## src/rtl/ccu_pkg.sv

```systemverilog
package ccu_pkg;
  localparam int REG_AW = 3;
  localparam int REG_DW = 8;

  localparam logic [REG_AW-1:0] A_SRC  = 3'd0;
  localparam logic [REG_AW-1:0] A_STOP = 3'd1;
  localparam logic [REG_AW-1:0] A_MAIN = 3'd2;
  localparam logic [REG_AW-1:0] A_DIV  = 3'd3;
  localparam logic [REG_AW-1:0] A_STAT = 3'd4;
endpackage

```

## src/rtl/ccu_regs.sv

```systemverilog
module ccu_regs
  import ccu_pkg::*;
#(
  parameter int DIV_W    = 3,
  parameter int MAX_LOG2 = 4,
  parameter int RST_CODE = 1
) (
  input  logic              clk,
  input  logic              rst,
  input  logic              wr_en,
  input  logic [REG_AW-1:0] addr,
  input  logic [REG_DW-1:0] wdata,
  output logic              ext_bit,
  output logic              osc_bit,
  output logic              stop,
  output logic              hs_sel,
  output logic              mode_bit,
  output logic [DIV_W-1:0]  pend_code,
  output logic              ext_mode,
  output logic              ext_run,
  output logic              err_lock,
  output logic              err_div
);
  logic unused_wdata;
  logic src_changes;
  logic div_legal;

  assign unused_wdata = ^wdata;
  assign ext_mode     = ext_bit & osc_bit;
  assign ext_run      = ext_mode & ~stop;
  assign src_changes  = (wdata[1:0] != {osc_bit, ext_bit});
  assign div_legal    = ~wdata[DIV_W] &&
                        (int'(wdata[DIV_W-1:0]) <= MAX_LOG2);

  always_ff @(posedge clk) begin
    if (rst) begin
      ext_bit   <= 1'b0;
      osc_bit   <= 1'b0;
      stop      <= 1'b1;
      hs_sel    <= 1'b0;
      mode_bit  <= 1'b0;
      pend_code <= DIV_W'(RST_CODE);
      err_lock  <= 1'b0;
      err_div   <= 1'b0;
    end else if (wr_en) begin
      case (addr)
        A_SRC: begin
          if (ext_run && src_changes) begin
            err_lock <= 1'b1;
          end else begin
            ext_bit <= wdata[0];
            osc_bit <= wdata[1];
          end
        end
        A_STOP: stop <= wdata[0];
        A_MAIN: begin
          hs_sel   <= wdata[0];
          mode_bit <= wdata[1];
        end
        A_DIV: begin
          if (div_legal) pend_code <= wdata[DIV_W-1:0];
          else           err_div   <= 1'b1;
        end
        default: ;
      endcase
    end
  end
endmodule

```

## src/rtl/ccu_src_sel.sv

```systemverilog
module ccu_src_sel (
  input  logic clk,
  input  logic rst,
  input  logic ext_mode,
  input  logic ext_run,
  input  logic hs_sel,
  input  logic mode_bit,
  output logic main_hs,
  output logic main_tick,
  output logic periph_en
);
  logic hs_tick;

  assign main_hs   = hs_sel & mode_bit;
  assign hs_tick   = ext_mode ? ext_run : 1'b1;
  assign main_tick = main_hs ? hs_tick : 1'b1;

  always_ff @(posedge clk) begin
    if (rst) periph_en <= 1'b0;
    else     periph_en <= main_tick;
  end
endmodule

```

## src/rtl/ccu_cpu_div.sv

```systemverilog
module ccu_cpu_div #(
  parameter int DIV_W    = 3,
  parameter int MAX_LOG2 = 4,
  parameter int RST_CODE = 1
) (
  input  logic             clk,
  input  logic             rst,
  input  logic             tick,
  input  logic [DIV_W-1:0] pend_code,
  output logic [DIV_W-1:0] active_code,
  output logic             cpu_en
);
  localparam int CNT_W = (MAX_LOG2 > 0) ? MAX_LOG2 : 1;

  logic [CNT_W-1:0] cnt_q;
  logic [CNT_W:0]   lim;
  logic             term;

  assign lim  = ((CNT_W+1)'(1) << active_code) - (CNT_W+1)'(1);
  assign term = ({1'b0, cnt_q} == lim);

  always_ff @(posedge clk) begin
    if (rst) begin
      cnt_q       <= '0;
      active_code <= DIV_W'(RST_CODE);
      cpu_en      <= 1'b0;
    end else begin
      cpu_en <= tick && term;
      if (tick) begin
        if (term) begin
          cnt_q       <= '0;
          active_code <= pend_code;
        end else begin
          cnt_q <= cnt_q + 1'b1;
        end
      end
    end
  end
endmodule

```

## src/rtl/ccu_clk_ctrl.sv

```systemverilog
module ccu_clk_ctrl
  import ccu_pkg::*;
#(
  parameter int DIV_W    = 3,
  parameter int MAX_LOG2 = 4,
  parameter int RST_CODE = 1
) (
  input  logic              clk,
  input  logic              rst,
  input  logic              wr_en,
  input  logic              rd_en,
  input  logic [REG_AW-1:0] addr,
  input  logic [REG_DW-1:0] wdata,
  output logic [REG_DW-1:0] rdata,
  output logic              rd_valid,
  output logic              cpu_en,
  output logic              periph_en,
  output logic              src_ext,
  output logic              ext_run,
  output logic              main_hs,
  output logic              err_lock,
  output logic              err_div
);
  logic             ext_bit, osc_bit, stop, hs_sel, mode_bit, main_tick;
  logic [DIV_W-1:0] pend_code, active_code;
  logic [REG_DW-1:0] rd_mux;

  ccu_regs #(.DIV_W(DIV_W), .MAX_LOG2(MAX_LOG2), .RST_CODE(RST_CODE)) u_regs (
    .clk(clk), .rst(rst), .wr_en(wr_en), .addr(addr), .wdata(wdata),
    .ext_bit(ext_bit), .osc_bit(osc_bit), .stop(stop), .hs_sel(hs_sel),
    .mode_bit(mode_bit), .pend_code(pend_code), .ext_mode(src_ext),
    .ext_run(ext_run), .err_lock(err_lock), .err_div(err_div)
  );

  ccu_src_sel u_src (
    .clk(clk), .rst(rst), .ext_mode(src_ext), .ext_run(ext_run),
    .hs_sel(hs_sel), .mode_bit(mode_bit), .main_hs(main_hs),
    .main_tick(main_tick), .periph_en(periph_en)
  );

  ccu_cpu_div #(.DIV_W(DIV_W), .MAX_LOG2(MAX_LOG2), .RST_CODE(RST_CODE)) u_div (
    .clk(clk), .rst(rst), .tick(main_tick), .pend_code(pend_code),
    .active_code(active_code), .cpu_en(cpu_en)
  );

  always_comb begin
    case (addr)
      A_SRC:   rd_mux = REG_DW'({osc_bit, ext_bit});
      A_STOP:  rd_mux = REG_DW'(stop);
      A_MAIN:  rd_mux = REG_DW'({mode_bit, hs_sel});
      A_DIV:   rd_mux = REG_DW'(pend_code);
      A_STAT:  rd_mux = REG_DW'({err_div, err_lock, active_code,
                                 main_hs, ext_run, src_ext});
      default: rd_mux = '0;
    endcase
  end

  always_ff @(posedge clk) begin
    if (rst) begin
      rd_valid <= 1'b0;
      rdata    <= '0;
    end else begin
      rd_valid <= rd_en;
      rdata    <= rd_en ? rd_mux : '0;
    end
  end
endmodule

```

## config.mk

```make
export PLATFORM = sky130hd
export DESIGN_NAME = ccu_clk_ctrl
export DESIGN_NICKNAME = d
export VERILOG_FILES = /design/src/rtl/ccu_pkg.sv /design/src/rtl/ccu_regs.sv /design/src/rtl/ccu_src_sel.sv /design/src/rtl/ccu_cpu_div.sv /design/src/rtl/ccu_clk_ctrl.sv
export SDC_FILE = /design/constraint.sdc
export NUM_CORES = 1
export LEC_CHECK = 0
export CAP_MARGIN = 20
export CORE_MARGIN = 10
export CORE_UTILIZATION = 40
export DETAILED_ROUTE_END_ITERATION = 7
export PLACE_DENSITY = 0.67
export SLEW_MARGIN = 5
export SYNTH_ARGS = -nofsm -noshare
export SYNTH_HDL_FRONTEND = slang
export SYNTH_SLANG_ARGS = --single-unit
```

## constraint.sdc

```tcl
create_clock -name clk -period 6.4 [get_ports clk]
set_clock_uncertainty 0.1 [all_clocks]
set_input_delay 1.28 -clock clk [delete_from_list [all_inputs] [get_ports clk]]
set_output_delay 1.28 -clock clk [all_outputs]
set_load 0.02 [all_outputs]
```

# [Word-level counts from Yosys, hierarchy flattened]
# Cells that the tools add are included.
[word_totals] output_inout_bits=16 register_bits=28 wordCells=48 inputBits=15
[op_classes] shift=1 n_bitwise=8 n_lt_le_gt_ge=1 muxes=4 add_sub_neg=2 n_reduce_logical=12 n_eq_ne=6
[ops] op="8-bit case mux with 5 select lines" count=1
[ops] op="3-bit AND reduction" count=4
[ops] op="3-bit by 2-bit == test with 1-bit output (second input constant)" count=2
[ops] op="2-bit AND reduction" count=3
[ops] op="4-bit by 5-bit == test with 1-bit output" count=1
[ops] op="1-bit inverter" count=5
[ops] op="1-bit by 3-bit << shifter with 5-bit output (first input constant)" count=1
[ops] op="5-bit by 2-bit subtractor with 5-bit output (second input constant)" count=1
[ops] op="4-bit by 1-bit adder with 4-bit output (second input constant)" count=1
[ops] op="4-bit two-way mux" count=1
[ops] op="1-bit AND" count=3
[ops] op="3-bit by 1-bit == test with 1-bit output (second input constant)" count=1
[ops] op="3-bit == test (second input constant)" count=1
[ops] op="3-bit less-or-equal comparator (second input constant)" count=1
[ops] op="1-bit logical AND" count=3
[ops] op="3-bit zero test" count=1
[ops] op="1-bit two-way mux" count=2
[ops] op="2-bit inequality test" count=1
[ops] op="2-bit OR reduction" count=1

# [Depth between registers and ports, before layout]
# Gate-level depths: netlist (run 1).
[logic_depth] depth_word=5 mapped_depth=7 depth_no_buf=7

# [Modules after synthesis]
# From an unflattened synthesis (run 1), not the netlist that was laid out.
[unflattened] cells_unflattened=128 area_unflattened_um2=1317.5
[modules_own_cells] mod="ccu_regs" area_per_inst_um2=470.5 n_inst=1 cells_per_inst=45 seq_area_each_um2=200.2
[modules_own_cells] mod="ccu_cpu_div" area_per_inst_um2=406.6 n_inst=1 cells_per_inst=42 seq_area_each_um2=160.2
[modules_own_cells] mod="ccu_clk_ctrl" area_per_inst_um2=375.4 n_inst=1 cells_per_inst=37 seq_area_each_um2=180.2
[modules_own_cells] mod="ccu_src_sel" area_per_inst_um2=65.1 n_inst=1 cells_per_inst=4 seq_area_each_um2=20.0

# [Least setup slack after synthesis (run 1)]
# OpenSTA, ideal clock, no wires.
[synth_timing] path_type="input to register" startpoint="input addr[0]" endpoint="register u_regs.pend_code[0]" path_buffers=1 arrival_ps=2287 setup_ps=120 slack_ps=3893 stages=5 required_ps=6180 path_cell_list="clkbuf_1 > nand2_1 > nor3_2 > nor2b_1 > a211o_1"
[synth_between] elab_chain_cells=2
[synth_rtl] element="from (decl)" line="ccu_clk_ctrl.sv:12" text="input logic [REG_AW-1:0] addr,"
[synth_rtl] element="3-bit by 2-bit == test with 1-bit output" line="ccu_regs.sv:46" text="case (addr)"
[synth_rtl] element="3-bit AND reduction (no source line)"
[synth_rtl] element="to (signal assigned)" line="ccu_regs.sv:42" text="pend_code <= DIV_W'(RST_CODE);"
[synth_rtl] element="to (signal assigned)" line="ccu_regs.sv:61" text="if (div_legal) pend_code <= wdata[DIV_W-1:0];"
[synth_rtl] element="to (decl)" line="ccu_regs.sv:18" text="output logic [DIV_W-1:0] pend_code,"
# No other way between the ends.
# A chain may end at the register's enable or synchronous reset.

# [Worst setup path after layout (run 1)]
[layout_timing] startpoint="register u_regs.osc_bit" endpoint="output ext_run"
[layout_between] elab_chain_cells=2
[layout_rtl] element="from (decl)" line="ccu_regs.sv:14" text="output logic osc_bit,"
[layout_rtl] element="from (signal assigned)" line="ccu_regs.sv:52" text="osc_bit <= wdata[1];"
[layout_rtl] element="1-bit AND" line="ccu_regs.sv:29" text="assign ext_mode = ext_bit & osc_bit;"
[layout_rtl] element="1-bit AND" line="ccu_regs.sv:30" text="assign ext_run = ext_mode & ~stop;"
[layout_rtl] element="to (decl)" line="ccu_clk_ctrl.sv:19" text="output logic ext_run,"
# No other way between the ends.

==> summary.txt, run 1 <==
Outcome
  – Status: complete, no violations

Setup path
  – CP max-delay cell: clkdlybuf4s50_1
  – Kind of cell adding the most delay to the critical path: buffers and inverters
  – Startpoint types: flop
  – WP data arrival: 1890 ps
  – Critical path buffers and inverters: 2
  – CP Max Fanout: 5
  – Crit-path cells: and2_0 > nand2b_1 > inv_1 > clkdlybuf4s50_1
  – Setup CP Type: flop to output pin
  – Req. time, crit path: 5020 ps
  – CP endpoint kind: output pin
  – Largest stage delay on the critical path: 610 ps

Power and ir drop
  – Max VDD drop: 184 uV
  – Comb pwr share: 0.151
  – Clock Power Share: 0.262
  – Reg power frac: 0.587
  – Sw frac: 0.245
  – Leak pwr: 0.000559 uW
  – Pwr per Cell Area: 205 nW/um2
  – Internal power: 241 uW
  – Sw Pwr: 78.1 uW
  – Total power: 319 uW

GRT
  – Initial antenna violation count: 0
  – Remaining global-route overflow: 0
  – Number of global-route vias before repair: 933
  – Gr usage total: 0.0988
  – Largest net degree at the start of global routing: 23
  – First-pass GRT wire length: 4.39 mm

Logic synthesis
  – Number of synthesized flops with an enable pin: 0
  – Mapped Avg Cell Area: 9.53 um2
  – Synthesized area: 1230 um2
  – Gate Count Post-Synth: 129
  – #FFs+latches synth: 28
  – Synth unique cells: 40
  – YS warnings: 0
  – Ys flop type: dfxtp_1
  – Async set or reset register ratio after synthesis: 0
  – Mapped Nets: 146
  – Post-synthesis sequential area ratio: 0.456

Layout
  – Register area: 561 um2
  – Area delta synth->final: 26.1%
  – Final net count: 173
  – Filler cells: 309
  – Layout cells sized above 1: 0.0774
  – Antenna fix cells: 0
  – Area of the multi-input gates: 646 um2

Die
  – Starting Density: 0.410
  – Die H: 75.5 um
  – Core Rows: 20
  – Full die area: 5690 um2
  – Num ports: 31
  – Die W: 75.5 um
  – Core region area: 3000 um2

Placed design
  – DP Wirelength: 2.05 mm
  – Buffers on Ports: 26
  – GP Congestion: 0.794

STA
  – Setup tns final: 0 ps
  – Final Hold Fails: 0
  – RSZ-0062 raised after global routing: no
  – Slew Limit Fails: 0
  – Fin crit share: 0.511
  – FMAX: 306 MHz
  – Worst Max-Slew Pin Slew: 737 ps
  – Max-slew headroom: 0.507
  – Hold_ws: 403 ps
  – Setup violators final: 0
  – Post-layout minimum cycle time: 3270 ps

Route
  – Initial DRC count: 56
  – First drt pass iteration count: 4
  – Via count: 968
  – Wire per inst: 14.2 um
  – DR DRC count: 0
  – Vias per cell: 5.15
  – Post-route ant nets: 0
  – Final WL: 2.66 mm

Clock network
  – Root Buffer: clkbuf_4
  – CTS sink cnt: 28
  – Post-CTS Setup Repair Bufs: 0
  – H-tree depth: 1
  – Hold buffers post-CTS: 0
  – Clock Pin Slew Worst Setup and Hold Paths: 140 ps
  – CTS tree: built
  – CTS max path bufs: 2
  – Cts repair resizes: 0
  – Clock Latency Late Sink: 320 ps
  – CTS buffer count: 3

Hold path
  – Min-Delay Path Class: flop to flop

Run
  – Max-Cap Viols: 0
## worst register-to-register path: stages (launching register included)
cell and delay (ps):
dfxtp_1 470, or3b_2 480, ha_1 240, or4_1 420, a21oi_1 140, o2111a_2 270, and2_4 190, mux2i_1 160
## cells by family (layout without fill, tap and decap cells)
family,count (synthesis),in the layout,share of synthesized area
AO/OA/AOI/OAI,18,18,0.0946
XOR/XNOR,6,6,0.0427
adder cells (fa/ha/maj),2,2,0.0203
buffers and inverters,6,32,0.0193
flip-flops,28,28,0.456
multiplexers,10,10,0.0916
AND/OR/NAND/NOR,59,59,0.276
## power by group through the flow
| stage | combinational [uW] | sequential (uW) | clock, uW |
|---|---|---|---|
| detailed placement | 48.0 | 191 | 0 |
| global placement | 46.8 | 190 | 0 |
| finish | 48.2 | 187 | 83.7 |
| CTS | 48.3 | 187 | 85.4 |
| floorplan | 28.9 | 192 | 0 |
| global route | 53.1 | 188 | 93.3 |
## path summary, 6_finish.rpt
| path | end | startpoint | cells after the start | slack, ps |
|---|---|---|---|---|
| max reg2reg | u_div.active_code[0]$_SDFFE_PP1P_ | u_div.active_code[0]$_SDFFE_PP1P_ | 7 | 3880 |
| min reg2reg | rdata[7]$_SDFF_PP0_ | u_regs.err_div$_SDFFE_PP0P_ | 1 | 400 |
| max | ext_run | u_regs.osc_bit$_SDFFE_PP0P_ | 4 | 3130 |
| min | rdata[7]$_SDFF_PP0_ | u_regs.err_div$_SDFFE_PP0P_ | 1 | 400 |
## layout make-up
type | instances | share of cell area
multi-input combinational | 95 | 0.416
sequential | 28 | 0.361
timing repair buffer | 26 | 0.168
tap | 33 | 0.0266
clock buffer | 4 | 0.0234
inverter | 2 | 0.00484
## per-layer routing
layer  wire, um  vias to the layer above  GRT usage
met1       1250                      437      0.127
met4         34                        0     0.0309
met2       1180                       26      0.146
li1           -                      501          -
met3        193                        4     0.0404
met5          0                        -          0
## synthesized netlist by cell type (2+ instances only)
master | n | share of area
a21oi_1 | 7 | 0.028
a31oi_1 | 2 | 0.010
and2_1 | 5 | 0.025
and2_2 | 2 | 0.012
clkbuf_1 | 2 | 0.0061
dfxtp_1 | 28 | 0.46
ha_1 | 2 | 0.020
inv_1 | 2 | 0.0061
mux2i_1 | 9 | 0.073
nand2_1 | 7 | 0.021
nand2b_1 | 7 | 0.036
nand3_1 | 2 | 0.0081
nand4b_1 | 3 | 0.021
nor2_1 | 15 | 0.046
nor3_1 | 3 | 0.012
nor3b_1 | 3 | 0.018
o21ai_0 | 3 | 0.012
xnor2_1 | 2 | 0.014
xor2_1 | 4 | 0.028
## cells in the final DEF (no fill, tap or decap), drive strengths merged
master,netlist,layout
a21boi,1,1
or4,1,1
and2,9,9
xnor2,2,2
inv,2,2
nand4,1,1
mux2i,9,9
nor2,15,15
dfxtp,28,28
nor3b,3,3
a211o,1,1
nand2,7,7
ha,2,2
nand2b,7,7
clkdlybuf4s50,0,26
nor2b,1,1
and3,1,1
nand4bb,1,1
xor2,4,4
nand3,2,2
nand4b,3,3
a22o,1,1
o21bai,1,1
or3,2,2
clkbuf,2,4
o22a,1,1
nand3b,1,1
mux4,1,1
or3b,1,1
a21oi,7,7
o2111a,1,1
o21ai,3,3
a31oi,2,2
nor3,4,4
## registers in the layout (all words and copies together), names as in the netlist
| name | flops |
|---|---|
| rd_valid | 1 |
| rdata | 8 |
| u_div.active_code | 3 |
| u_div.cnt_q | 4 |
| u_div.cpu_en | 1 |
| u_regs.err_div | 1 |
| u_regs.err_lock | 1 |
| u_regs.ext_bit | 1 |
| u_regs.hs_sel | 1 |
| u_regs.mode_bit | 1 |
| u_regs.osc_bit | 1 |
| u_regs.pend_code | 3 |
| u_regs.stop | 1 |
| u_src.periph_en | 1 |
## through the flow
stage	utilization	worst slack, ps	instance area (um2)	instances
after floorplan	-	3890	1230	129
after global placement	0.505	3310	1520	184
after detailed placement	0.505	3290	1520	184
after CTS	0.517	3110	1550	188
after global routing	0.517	2980	1550	188
final	0.517	3130	1550	188
No activity file was read; power rests on OpenSTA's default activity.
==> inputs of run 2 (changes only) <==
- clock period: 6.4 -> 3.04 ns (I/O delays scaled with it)
==> summary.txt, run 2 (same netlist as run 1, synthesis figures left out) <==
Outcome
  – Status: complete, no violations

Layout
  – Final net count: 174
  – Area delta synth->final: 26.8%
  – Final instance area: 1560 um2
  – Largest regs: rdata (8), u_div.cnt_q (4)
  – Max reg flops: 8
  – Non-Filler Instances: 189
  – Antenna fix cells: 0
  – Top reg by flops: rdata
  – Layout cells sized above 1: 0.0833
  – Commonest cells after routing, fill and taps aside: dfxtp_1, clkdlybuf4s50_1, nor2_1, mux2i_1
  – Most common cell after layout, fill and taps aside: dfxtp_1

Route
  – Post-route ant nets: 0
  – First drt pass iteration count: 4
  – Via count: 978
  – Final WL: 2.62 mm
  – Wire per inst: 13.9 um
  – Initial DRC count: 45
  – Vias per cell: 5.17
  – DR DRC count: 0

Die
  – Full die area: 5690 um2
  – Starting Density: 0.410
  – Die H: 75.5 um
  – Core region area: 3000 um2
  – Core Rows: 20
  – Die W: 75.5 um
  – Num ports: 31

GRT
  – First-pass GRT wire length: 4.33 mm
  – Number of global-route vias before repair: 927
  – Initial antenna violation count: 0
  – Remaining global-route overflow: 0
  – Gr usage total: 0.0977
  – Largest net degree at the start of global routing: 23

Power and ir drop
  – Total power: 669 uW
  – Leak pwr: 0.000564 uW
  – Max VDD drop: 395 uV
  – Pwr per Cell Area: 429 nW/um2

STA
  – FMAX: 384 MHz
  – Setup violators final: 0
  – Max-slew headroom: 0.719
  – Fin crit share: 0.857
  – Slew Limit Fails: 0
  – Worst Max-Slew Pin Slew: 419 ps
  – Final Hold Fails: 0
  – RSZ-0062 raised after global routing: no
  – Setup tns final: 0 ps
  – Post-layout minimum cycle time: 2610 ps
  – Final worst slack: 435 ps

Setup path
  – Startpoint types: flop
  – CP endpoint kind: output pin
  – Req. time, crit path: 2330 ps
  – Worst r2r path cells: 7
  – CP Max Fanout: 5
  – WP data arrival: 1900 ps
  – Setup CP Type: flop to output pin

Placed design
  – Cell Area, Placed: 1520 um2
  – Dpl cells: 185
  – DP Worst Slack: 551 ps
  – DP Wirelength: 2.00 mm
  – Buffers on Ports: 26
  – GP Congestion: 0.787

Clock network
  – CTS tree: built
  – Hold buffers post-CTS: 0
  – CTS sink cnt: 28
  – CTS max path bufs: 2
  – Root Buffer: clkbuf_4
  – CTS buffer count: 3
  – Clock Latency Late Sink: 320 ps
  – Cts repair resizes: 0
  – H-tree depth: 1
  – Clock Pin Slew Worst Setup and Hold Paths: 140 ps
  – Post-CTS Setup Repair Bufs: 0

Run
  – Max-Cap Viols: 0

Hold path
  – Hold Path Cell Cnt: 1
  – Min-Delay Path Class: flop to flop
==> run 2: cell count changes in the layout (fill, tap and decap cells not counted) <==
cell   change
buf_4      +1
==> run 2: metal layers <==
layer | up-vias | global-route usage | share of wire
li1 | 504 | - | -
met1 | 451 | 0.122 | 0.49
met2 | 19 | 0.144 | 0.42
met3 | 4 | 0.0430 | 0.079
met4 | 0 | 0.0371 | 0.013
met5 | - | 0 | 0
==> run 2: stage by stage <==
stage          utilization  hold slack (ps)
2_1_floorplan            -              369
3_3_place_gp         0.507              384
3_5_place_dp         0.507              389
4_1_cts              0.519              413
5_1_grt              0.519              428
6_report             0.519              410
==> run 2: path summary, 6_finish.rpt <==
check	start	endpoint	slack, ps
setup / recovery	u_regs.osc_bit$_SDFFE_PP0P_	ext_run	430
hold / removal	u_regs.err_lock$_SDFFE_PP0P_	rdata[6]$_SDFF_PP0_	410
setup reg to reg	u_div.active_code[0]$_SDFFE_PP1P_	u_div.active_code[0]$_SDFFE_PP1P_	530
hold reg to reg	u_regs.err_lock$_SDFFE_PP0P_	rdata[6]$_SDFF_PP0_	410
==> run 2: cell type report <==
cell class,instances,area (um2)
Fill cell,292,1440
Multi-Input combinational cell,95,646
Sequential cell,28,561
Timing Repair Buffer,27,268
Tap cell,33,41.3
Clock buffer,4,36.3
Inverter,2,7.51
==> run 2: critical path: stages (launching register included) <==
cell and delay [ps]:
dfxtp_1 390, and2_0 290, nand2b_1 190, inv_1 100
clkdlybuf4s50_1 600
==> run 2: report_power, final <==
group	switching, uW	leakage (uW)	internal, uW	total (uW)
clock	101	0.0000210	73.3	175
combinational	47.3	0.000315	53.7	101
sequential	13.0	0.000227	380	393
